==> config.mk <==
export PLATFORM = sky130hd
export DESIGN_NAME = spi_flag_unit
export DESIGN_NICKNAME = d
export VERILOG_FILES = /design/src/rtl/spi_flag_pkg.sv /design/src/rtl/spif_flags.sv /design/src/rtl/spif_ctrl.sv /design/src/rtl/spif_rxbuf.sv /design/src/rtl/spi_flag_unit.sv
export SDC_FILE = /design/constraint.sdc
export NUM_CORES = 1
export LEC_CHECK = 0
export BUFFER_PORTS_ARGS = -buffer_cell sky130_fd_sc_hd__buf_2
export CAP_MARGIN = 20
export CORE_UTILIZATION = 32
export CTS_BUF_LIST = sky130_fd_sc_hd__clkbuf_8
export CTS_CLUSTER_SIZE = 24
export DETAILED_ROUTE_END_ITERATION = 8
export HOLD_SLACK_MARGIN = 0.08
export SYNTH_ARGS = -nofsm -noshare
export SYNTH_HDL_FRONTEND = slang
export SYNTH_SLANG_ARGS = --single-unit
==> constraint.sdc <==
create_clock -name clk -period 1.6 [get_ports clk]
set_input_delay 0.08 -clock clk [delete_from_list [all_inputs] [get_ports clk]]
set_output_delay 0.08 -clock clk [all_outputs]
set_load 0.03 [all_outputs]
==> src/rtl/spi_flag_pkg.sv <==
package spi_flag_pkg;

    localparam int STS_W = 4;

    typedef struct packed {
        logic done;
        logic wcol;
        logic ovr;
        logic modf;
    } flags_t;

    typedef struct packed {
        logic done;
        logic wcol;
        logic modf;
    } arm_t;

endpackage

==> src/rtl/spif_flags.sv <==
module spif_flags
    import spi_flag_pkg::*;
(
    input  logic   clk,
    input  logic   rst_n,
    input  logic   sts_rd,
    input  logic   dat_rd,
    input  logic   dat_wr,
    input  logic   ctl_wr,
    input  logic   busy,
    input  logic   byte_done,
    input  logic   mode_fault,
    output flags_t flags_o,
    output logic   load_rx_o,
    output logic   tx_accept_o,
    output logic   modf_release_o
);

    typedef struct packed {
        flags_t f;
        arm_t   arm;
    } state_t;

    state_t s_d, s_q;
    logic   any_acc;
    logic   done_clr;
    logic   wcol_clr;
    logic   modf_clr;
    logic   overrun_hit;

    always_comb begin
        s_d         = s_q;
        any_acc     = sts_rd | dat_rd | dat_wr | ctl_wr;
        done_clr    = dat_rd & s_q.arm.done;
        wcol_clr    = done_clr | (sts_rd & s_q.arm.wcol);
        modf_clr    = ctl_wr & s_q.arm.modf;
        overrun_hit = byte_done & s_q.f.done & ~done_clr;

        // every access restarts the pair trackers; idle cycles keep them
        if (any_acc) begin
            s_d.arm.done = sts_rd & s_q.f.done;
            s_d.arm.wcol = dat_rd;
            s_d.arm.modf = sts_rd & s_q.f.modf;
        end

        // set terms win over clear terms in the same cycle
        s_d.f.done = byte_done | (s_q.f.done & ~done_clr);
        s_d.f.wcol = (dat_wr & busy) | (s_q.f.wcol & ~wcol_clr);
        s_d.f.ovr  = overrun_hit | (s_q.f.ovr & ~sts_rd);
        s_d.f.modf = mode_fault | (s_q.f.modf & ~modf_clr);
    end

    always_ff @(posedge clk or negedge rst_n) begin
        if (!rst_n) s_q <= '0;
        else        s_q <= s_d;
    end

    assign flags_o        = s_q.f;
    assign load_rx_o      = byte_done & ~overrun_hit;
    assign tx_accept_o    = dat_wr & ~busy;
    assign modf_release_o = modf_clr;

endmodule

==> src/rtl/spif_ctrl.sv <==
module spif_ctrl #(
    parameter int CTRL_W = 8,
    parameter int EN_BIT = 6,
    parameter int MS_BIT = 4
) (
    input  logic              clk,
    input  logic              rst_n,
    input  logic              ctl_wr,
    input  logic [CTRL_W-1:0] wdata,
    input  logic              modf_set,
    input  logic              modf_release,
    input  logic              mode_fault,
    output logic [CTRL_W-1:0] ctl_o
);

    typedef struct packed {
        logic [CTRL_W-1:0] reg_v;
    } state_t;

    state_t            s_d, s_q;
    logic [CTRL_W-1:0] wval;

    always_comb begin
        s_d  = s_q;
        wval = wdata;
        // pending fault: enable and master may be cleared but not set
        if (modf_set && !modf_release) begin
            wval[EN_BIT] = wdata[EN_BIT] & s_q.reg_v[EN_BIT];
            wval[MS_BIT] = wdata[MS_BIT] & s_q.reg_v[MS_BIT];
        end
        if (ctl_wr) s_d.reg_v = wval;
        if (mode_fault) begin
            s_d.reg_v[EN_BIT] = 1'b0;
            s_d.reg_v[MS_BIT] = 1'b0;
        end
    end

    always_ff @(posedge clk or negedge rst_n) begin
        if (!rst_n) s_q <= '0;
        else        s_q <= s_d;
    end

    assign ctl_o = s_q.reg_v;

endmodule

==> src/rtl/spif_rxbuf.sv <==
module spif_rxbuf #(
    parameter int DATA_W = 8
) (
    input  logic              clk,
    input  logic              rst_n,
    input  logic              load,
    input  logic [DATA_W-1:0] byte_in,
    output logic [DATA_W-1:0] byte_o
);

    typedef struct packed {
        logic [DATA_W-1:0] held;
    } state_t;

    state_t s_d, s_q;

    always_comb begin
        s_d = s_q;
        if (load) s_d.held = byte_in;
    end

    always_ff @(posedge clk or negedge rst_n) begin
        if (!rst_n) s_q <= '0;
        else        s_q <= s_d;
    end

    assign byte_o = s_q.held;

endmodule

==> src/rtl/spi_flag_unit.sv <==
module spi_flag_unit
    import spi_flag_pkg::*;
#(
    parameter int DATA_W = 8,
    parameter int CTRL_W = 8,
    parameter int IE_BIT = 7,
    parameter int EN_BIT = 6,
    parameter int MS_BIT = 4
) (
    input  logic              clk,
    input  logic              rst_n,
    input  logic              ctl_wr_i,
    input  logic [CTRL_W-1:0] ctl_wdata_i,
    input  logic              sts_rd_i,
    input  logic              dat_rd_i,
    input  logic              dat_wr_i,
    input  logic [DATA_W-1:0] dat_wdata_i,
    input  logic              xfer_busy_i,
    input  logic              byte_done_i,
    input  logic [DATA_W-1:0] rx_byte_i,
    input  logic              mode_fault_i,
    output logic [CTRL_W-1:0] ctl_o,
    output logic [STS_W-1:0]  sts_o,
    output logic [DATA_W-1:0] rx_data_o,
    output logic              tx_load_o,
    output logic [DATA_W-1:0] tx_data_o,
    output logic              irq_o
);

    flags_t flags;
    logic   load_rx;
    logic   modf_release;

    spif_flags u_flags (
        .clk            (clk),
        .rst_n          (rst_n),
        .sts_rd         (sts_rd_i),
        .dat_rd         (dat_rd_i),
        .dat_wr         (dat_wr_i),
        .ctl_wr         (ctl_wr_i),
        .busy           (xfer_busy_i),
        .byte_done      (byte_done_i),
        .mode_fault     (mode_fault_i),
        .flags_o        (flags),
        .load_rx_o      (load_rx),
        .tx_accept_o    (tx_load_o),
        .modf_release_o (modf_release)
    );

    spif_ctrl #(
        .CTRL_W (CTRL_W),
        .EN_BIT (EN_BIT),
        .MS_BIT (MS_BIT)
    ) u_ctrl (
        .clk          (clk),
        .rst_n        (rst_n),
        .ctl_wr       (ctl_wr_i),
        .wdata        (ctl_wdata_i),
        .modf_set     (flags.modf),
        .modf_release (modf_release),
        .mode_fault   (mode_fault_i),
        .ctl_o        (ctl_o)
    );

    spif_rxbuf #(
        .DATA_W (DATA_W)
    ) u_rxbuf (
        .clk     (clk),
        .rst_n   (rst_n),
        .load    (load_rx),
        .byte_in (rx_byte_i),
        .byte_o  (rx_data_o)
    );

    assign sts_o     = flags;
    assign tx_data_o = dat_wdata_i;
    assign irq_o     = ctl_o[IE_BIT] & (flags.done | flags.ovr | flags.modf);

endmodule

# Yosys cells after proc, flatten, opt, wreduce, memory -nomap -nowiden
# Cells that the tools add are included.
# classes
addsub,0
multipliers,0
div_mod_pow,0
n_lt_le_gt_ge,0
n_eq_ne,0
shift,0
muxes,5
n_bitwise,33
reduce_logical,3
# ops
operator,count
1-bit bitwise AND,17
1-bit OR,10
7-bit two-way mux,1
1-bit inverter,6
1-bit two-way mux,4
2-bit nonzero test,1
1-bit logical AND,1
1-bit zero test,1
# totals
register_bits,23
latch_bits,0
ramBits,0
romBits,0
inputBits,33
wordCells,51
memories,0

# Depth between registers and ports, before layout
# Gate-level depths: netlist (run 1).
# logic_depth
depth_word,6
mapped_depth,3
mapped_depth_nobuf,3

# Cells and area by module
# From an unflattened synthesis (run 1), not the netlist that was laid out.
# unflattened
cells_unflattened,78
hier_area_um2,1053.5
# modules_own_cells
module,n_inst,cells_each,area_each_um2,seq_area_each_um2
spif_rxbuf,1,17,331.6,200.2
spif_flags,1,29,329.1,175.2
spif_ctrl,1,23,324.1,200.2
spi_flag_unit,1,9,68.8,0.0

# Worst setup path after synthesis (run 1)
# OpenSTA, ideal clock, no wires.
# synth_path
path_type,register -> register
from,reg u_flags.s_q (netlist bit u_flags.flags_o[3])
to,reg u_rxbuf.s_q (netlist bit u_rxbuf.byte_o[0])
t_arrival_ns,1.025
t_required_ns,1.475
path_slack_ns,0.450
path_stages_with_launch,4
synth_period_minus_slack_ns,1.150
cell_sequence,dfrtp_1 a21bo_4 nand2_8 mux2_4
# synth_between
elab_chain_cells,4
# synth_rtl
element,line,source
"start, declared",spif_flags.sv:24,"state_t s_d, s_q;"
"start signal, assigned",spif_flags.sv:54,if (!rst_n) s_q <= '0;
"start signal, assigned",spif_flags.sv:55,else s_q <= s_d;
1-bit bitwise AND (2 in a row),spif_flags.sv:37,overrun_hit = byte_done & s_q.f.done & ~done_clr;
1-bit inverter,spif_flags.sv:59,assign load_rx_o = byte_done & ~overrun_hit;
1-bit bitwise AND,spif_flags.sv:59,
"end signal, assigned",spif_rxbuf.sv:23,if (!rst_n) s_q <= '0;
"end signal, assigned",spif_rxbuf.sv:24,else s_q <= s_d;
"end, declared",spif_rxbuf.sv:15,"state_t s_d, s_q;"
# Every way passes these cells.
# A chain may end at the register's enable or synchronous reset.

==> impl_metrics.csv, run 1 <==
group,metric,value,unit
drt,routed_wl,2.067,mm
sta,tightest_slew,0.5086,ns
power_and_ir_drop,fin_total_pwr,1.550,mW
cts,numCtsBuffers,3,
synthesis,synthSimpleGateAreaFrac,0.08115,
place,pre_cts_slack,0.3931,ns
floorplan,start_util,0.3407,
floorplan,fp.coreArea,3078,sq um
floorplan,ios,63,
sta,min_period_over_period,0.9487,
power_and_ir_drop,p_seq_frac,0.460,
synthesis,avgSynthCellArea,13.11,sq um
cells_and_area,num-fill-cells,284,
place,gp_congestion,0.7068,
synthesis,synthAdderAreaFrac,0,
cells_and_area,syn2layout_area_growth,42.96,%
power_and_ir_drop,power.density,1034,nW/um^2
cts,cts_tree,"yes",
floorplan,die_w,59.24,microns
grt,grt_util_all_layers,0.1250,
grt,antenna_found_initial,0,
synthesis,syn_area,1049,sq um
place,io_buffers,46,
sta,finalHoldViolations,0,
sta,layout_setup_ws,0.08208,ns
cts,cts_buffer_depth,2,
worst_hold_path,min_path_type,"input pin to flip-flop",
floorplan,rows,20,
grt,grt_pass1_vias,810,
setup_path,reg2reg_to,"u_ctrl.ctl_o[6]",
synthesis,synth_top_family_by_area,"multiplexers",
setup_path,required,1.75,ns
cells_and_area,nets,173,
synthesis,synth-compound-area-share,0.07637,
synthesis,synthTopCellsByCount,"dfrtp_1 (23), buf_4 (13), mux2_4 (8), nand2_1 (7)",
setup_path,reg2reg_depth,4,
setup_path,startpoint,"dat_rd_i",
power_and_ir_drop,comb_power_share,0.320,
drt,dr.pass1.iters,2,
setup_path,worstPathMaxFanout,4,
drt,vias,776,
setup_path,end_kind,"flip-flop",
job,maxCapViolCount,0,
synthesis,synthMuxAreaShare,0.1790,
power_and_ir_drop,peakVddDrop,0.6394,mV
sta,maxSlewHeadroom,0.6610,
synthesis,ys_async_sr_fraction,1.000,
floorplan,dieArea,3509,sq um
sta,rsz0062_at_grt,"no",
power_and_ir_drop,p_sw,495.3,uW
synthesis,yosysTopAreaCellShare,0.5489,
sta,setup_viol,0,
setup_path,cp-endpoint,"u_flags.flags_o[2]",
synthesis,synth.top_cells.by_area,"dfrtp_1 (55%), mux2_4 (11%), buf_4 (9.3%)",
cells_and_area,layout-drive-gt1-share,0.4820,
setup_path,worstSetupStartpointType,"input pin",
setup_path,r2r-start,"u_flags.flags_o[0]",
cells_and_area,final_area,1499,sq um
synthesis,synth.most_common_cell,"dfrtp_1",
drt,vias_per_cell,4.240,
synthesis,syn-num-nets,113,
synthesis,ys_seq_elements,23,
power_and_ir_drop,power.share.clock,0.220,
sta,tns,0,ns
power_and_ir_drop,p_leak,0.7527,nW
grt,grt_pass1_wl,3.215,mm
cts,clk_latency,0.26,ns
drt,drc,0,
cts,htreeDepth,1,
synthesis,synth_top_cell_by_area,"dfrtp_1",
sta,whs,0.1050,ns
sta,period_minus_slack,1.518,ns
cts,cts_resized,0,
drt,postRouteAntennaNets,0,
power_and_ir_drop,p_int,1.055,mW
drt,wl_per_cell,11.30,microns
synthesis,synth-xor-area-share,0,
synthesis,synth_edf_count,0,
cells_and_area,fin_util,0.4870,
synthesis,syn_inst,80,
cells_and_area,fin_cells,183,
setup_path,critPathKind,"input pin to flip-flop",
drt,drtIter0Drc,10,
place,place_inst,157,
cts,cts.sinks,23,
place,placed_area,1236,sq um
sta,fmax,658.8,MHz
outcome,outcome,"complete, no violations",
cells_and_area,n_antenna_cell,0,
sta,skew,0.007542,ns
power_and_ir_drop,switching_share,0.3195,
setup_path,cp_data_arrival_time,1.66,ns
synthesis,ys.flop_type,"dfrtp_1",
cts,cts-root-buf,"clkbuf_8",
grt,grt_max_degree,24,
floorplan,die_h,59.24,microns
setup_path,r2r_setup_slack,0.13,ns
synthesis,yosysUniqueCellTypes,19,
cts,path_clk_slew,0.08,ns
grt,overflow,0,
sta,finalMaxSlewViolations,0,
synthesis,ys_seq_area_frac,0.5489,
synthesis,ys.warnings.count,0,
==> power by group through the flow <==
stage / Combinational (mW) / Clock, mW / Sequential [mW]
2_1_floorplan: 0.222 / 0 / 0.857
3_3_place_gp: 0.448 / 0 / 0.722
3_5_place_dp: 0.455 / 0 / 0.721
4_1_cts: 0.493 / 0.358 / 0.716
5_1_grt: 0.522 / 0.379 / 0.726
6_report: 0.495 / 0.341 / 0.714
==> state kept, by name, summed over array words and instances (netlist names) <==
register / flops
u_flags.flags_o: 4
u_ctrl.ctl_o: 8
u_flags.s_q: 3
u_rxbuf.byte_o: 8
==> layer usage <==
metal	up-vias	GRT usage	routed length [microns]
met5	-	0	0
met4	0	0.05442	8
met3	2	0.03493	90
met2	27	0.2279	1037
met1	371	0.1331	931
li1	376	-	-
==> critical path: stages <==
cell and delay [ns]:
dlygate4sd3_1 0.54, buf_2 0.15, nand2_1 0.09, a32o_1 0.25
dlygate4sd3_1 0.55
==> cells by family after synthesis <==
group / after synthesis
and+or+nand+nor: 14
DFF: 23
buffers and inverters: 19
AOI/OAI and AO/OA: 10
muxes: 14
==> placed cells by master, fill, tap and decap left out <==
| cell type | Yosys | routed |
|---|---|---|
| inv_1 | 6 | 7 |
| mux2_2 | 6 | 6 |
| dlygate4sd3_1 | 0 | 21 |
| or2b_1 | 1 | 1 |
| a32o_1 | 1 | 1 |
| dfrtp_1 | 23 | 23 |
| a21o_1 | 1 | 1 |
| a221oi_1 | 2 | 2 |
| clkbuf_8 | 0 | 3 |
| nor2b_1 | 1 | 1 |
| o31a_1 | 1 | 1 |
| mux2_4 | 8 | 8 |
| nor4b_1 | 1 | 1 |
| buf_4 | 13 | 1 |
| nor3_1 | 1 | 1 |
| buf_2 | 0 | 46 |
| nand2_8 | 1 | 1 |
| o21ai_0 | 4 | 4 |
| nand3_1 | 1 | 1 |
| nand2_1 | 7 | 7 |
| or2_2 | 1 | 1 |
| a21bo_4 | 1 | 1 |
==> worst min-delay path by stage <==
stage	start	endpoint	slack, ns	cells past startpoint
after floorplan	rst_n	u_ctrl.ctl_o[0]	-0.22	0
after global placement	rst_n	u_rxbuf.byte_o[3]	0.08	1
after detailed placement	rst_n	u_rxbuf.byte_o[3]	0.08	1
after CTS	sts_rd_i	u_flags.s_q[2]	0.09	2
after global routing	sts_rd_i	u_flags.s_q[0]	0.12	2
final	sts_rd_i	u_flags.s_q[2]	0.10	2
==> layout make-up <==
type	count	area, sq um	area share
Clock buffer	3	41.29	0.02755
Clock inverter	1	3.754	0.002504
Inverter	6	22.52	0.01503
Multi-Input combinational cell	38	352.8	0.2354
Sequential cell	23	575.6	0.3840
Tap cell	44	55.05	0.03673
Timing Repair Buffer	68	447.9	0.2988
==> repair_timing <==
item                                   CTS  global route
endpoints found under the hold margin   42             0
setup buffers                            0             1
setup endpoints to repair                0             1
hold buffers                            21             0
(Power assumes the default switching activity.)
==> run 2: changes to the inputs <==
PLACE_DENSITY = 0.63   (was default)
SLEW_MARGIN = 15   (was default)
==> run 2 against run 1 <==
Net effect:
- worst setup slack gained 0.061 ns
- critical endpoint is now u_ctrl.ctl_o[4]
- power grew 0.41%
- highest routed layer unchanged
- cell count shrank 1.1%
- cell area shrank 1.1%
==> impl_metrics.csv, run 2 (synthesis results as in run 1) <==
group,metric,value,unit
job,maxCapViolCount,0,
setup_path,required,1.80,ns
setup_path,cp_data_arrival_time,1.65,ns
sta,layout_setup_ws,0.1429,ns
cts,cts-root-buf,"clkbuf_8",
cells_and_area,num-fill-cells,282,
cts,cts_buffer_depth,2,
floorplan,die_h,59.24,microns
setup_path,reg2reg_depth,4,
sta,setup_viol,0,
sta,min_period_over_period,0.9107,
sta,period_minus_slack,1.457,ns
drt,drc,0,
floorplan,dieArea,3509,sq um
setup_path,startpoint,"u_flags.flags_o[0]",
sta,finalHoldViolations,0,
cts,clk_latency,0.26,ns
grt,grt_util_all_layers,0.1487,
drt,met2_length,1.104,mm
grt,overflow,0,
cells_and_area,multi_input_comb_area,352.8,sq um
setup_path,critPathKind,"flip-flop to flip-flop",
drt,wl_met3,162,microns
floorplan,start_util,0.3407,
floorplan,ios,63,
drt,drt-met1-wl,880,microns
place,placed_area,1236,sq um
drt,vias_per_cell,4.331,
place,gp_congestion,0.6822,
sta,fmax,686.3,MHz
floorplan,fp.coreArea,3078,sq um
grt,grt_max_degree,24,
grt,antenna_found_initial,0,
grt,grt_pass1_wl,3.788,mm
drt,dr.pass1.iters,3,
sta,tns,0,ns
setup_path,r2r_setup_slack,0.14,ns
cells_and_area,final_area,1483,sq um
drt,wl_per_cell,12.08,microns
grt,grt_pass1_vias,847,
cts,path_clk_slew,0.08,ns
sta,tightest_slew,0.5105,ns
floorplan,die_w,59.24,microns
cells_and_area,fin_util,0.4817,
cells_and_area,syn2layout_area_growth,41.41,%
worst_hold_path,min_path_type,"input pin to flip-flop",
setup_path,worstPathMaxFanout,5,
power_and_ir_drop,power.density,1050,nW/um^2
sta,rsz0062_at_grt,"no",
place,io_buffers,46,
setup_path,worstSetupStartpointType,"flip-flop",
drt,vias,784,
power_and_ir_drop,p_leak,0.7424,nW
power_and_ir_drop,peakVddDrop,0.5553,mV
cells_and_area,seqCellArea,575.6,sq um
place,hpwl,1.513,mm
drt,postRouteAntennaNets,0,
floorplan,rows,20,
cells_and_area,final_cell_mix,"buf_2 (46), dfrtp_1 (23), dlygate4sd3_1 (20)",
cts,numCtsBuffers,3,
drt,routed_wl,2.186,mm
place,place_inst,157,
cells_and_area,fin_cells,181,
setup_path,cp-endpoint,"u_ctrl.ctl_o[4]",
drt,drtIter0Drc,7,
place,pre_cts_slack,0.3913,ns
drt,highest_layer,"met4",
sta,skew,0.006672,ns
cts,cts_tree,"yes",
setup_path,end_kind,"flip-flop",
cells_and_area,layout-drive-gt1-share,0.4891,
setup_path,reg2reg_to,"u_ctrl.ctl_o[4]",
cts,cts.sinks,23,
cts,htreeDepth,1,
outcome,outcome,"complete, no violations",
setup_path,r2r-start,"u_flags.flags_o[0]",
cells_and_area,final_common_cell,"buf_2",
sta,maxSlewHeadroom,0.6597,
cells_and_area,n_antenna_cell,0,
cells_and_area,nets,171,
sta,finalMaxSlewViolations,0,
run 2: cell count changes in the layout (fill, tap and decap cells not counted):
cell,delta
clkinv_2,+1
inv_1,-1
o21ai_1,+1
dlygate4sd3_1,-1
o21ai_0,-1
buf_4,-1
run 2: repair_timing:
action,CTS,global route
hold buffers,20,0
endpoints found under the hold margin,42,0
resized for setup,0,1
setup buffers,0,0
setup endpoints to repair,0,1
run 2: worst min-delay path by stage:
stage,startpoint,to,slack [ns],depth (start not counted)
final,dat_wr_i,u_flags.flags_o[2],0.09,2
after global routing,dat_wr_i,u_flags.flags_o[2],0.11,2
after CTS,dat_wr_i,u_flags.flags_o[2],0.08,2
after detailed placement,rst_n,u_rxbuf.byte_o[1],0.09,1
after global placement,rst_n,u_rxbuf.byte_o[6],0.07,1
after floorplan,rst_n,u_ctrl.ctl_o[0],-0.22,0
run 2: worst max-delay path, stage by stage (launching register included):
cell and delay (ns):
dfrtp_1 0.43, inv_1 0.07, o21ai_1 0.07, a221oi_1 0.24, dlygate4sd3_1 0.58
run 2: power by group:
part           switching [mW]  internal, mW  leakage [nW]
logic                   0.278         0.214         0.447
registers              0.0518         0.664         0.270
clock network           0.175         0.174        0.0255
total                   0.505          1.05         0.742
run 2: final cells by class:
class | instances | share of cell area
Inverter | 6 | 0.01519
Timing Repair Buffer | 66 | 0.2903
Clock buffer | 3 | 0.02785
Multi-Input combinational cell | 38 | 0.2380
Clock inverter | 1 | 0.003376
Sequential cell | 23 | 0.3882
Tap cell | 44 | 0.03713
run 2: routing by layer:
layer / GRT usage / up-vias
met1: 0.1611 / 374
met3: 0.03712 / 6
li1: - / 374
met2: 0.2648 / 30
met4: 0.07823 / 0
met5: 0 / -
run 2: per-stage QoR:
stage | hold slack, ns | total power [mW]
after floorplan | -0.2156 | 1.079
after global placement | 0.06880 | 1.169
after detailed placement | 0.08551 | 1.182
after CTS | 0.08090 | 1.577
after global routing | 0.1058 | 1.641
final | 0.08869 | 1.557
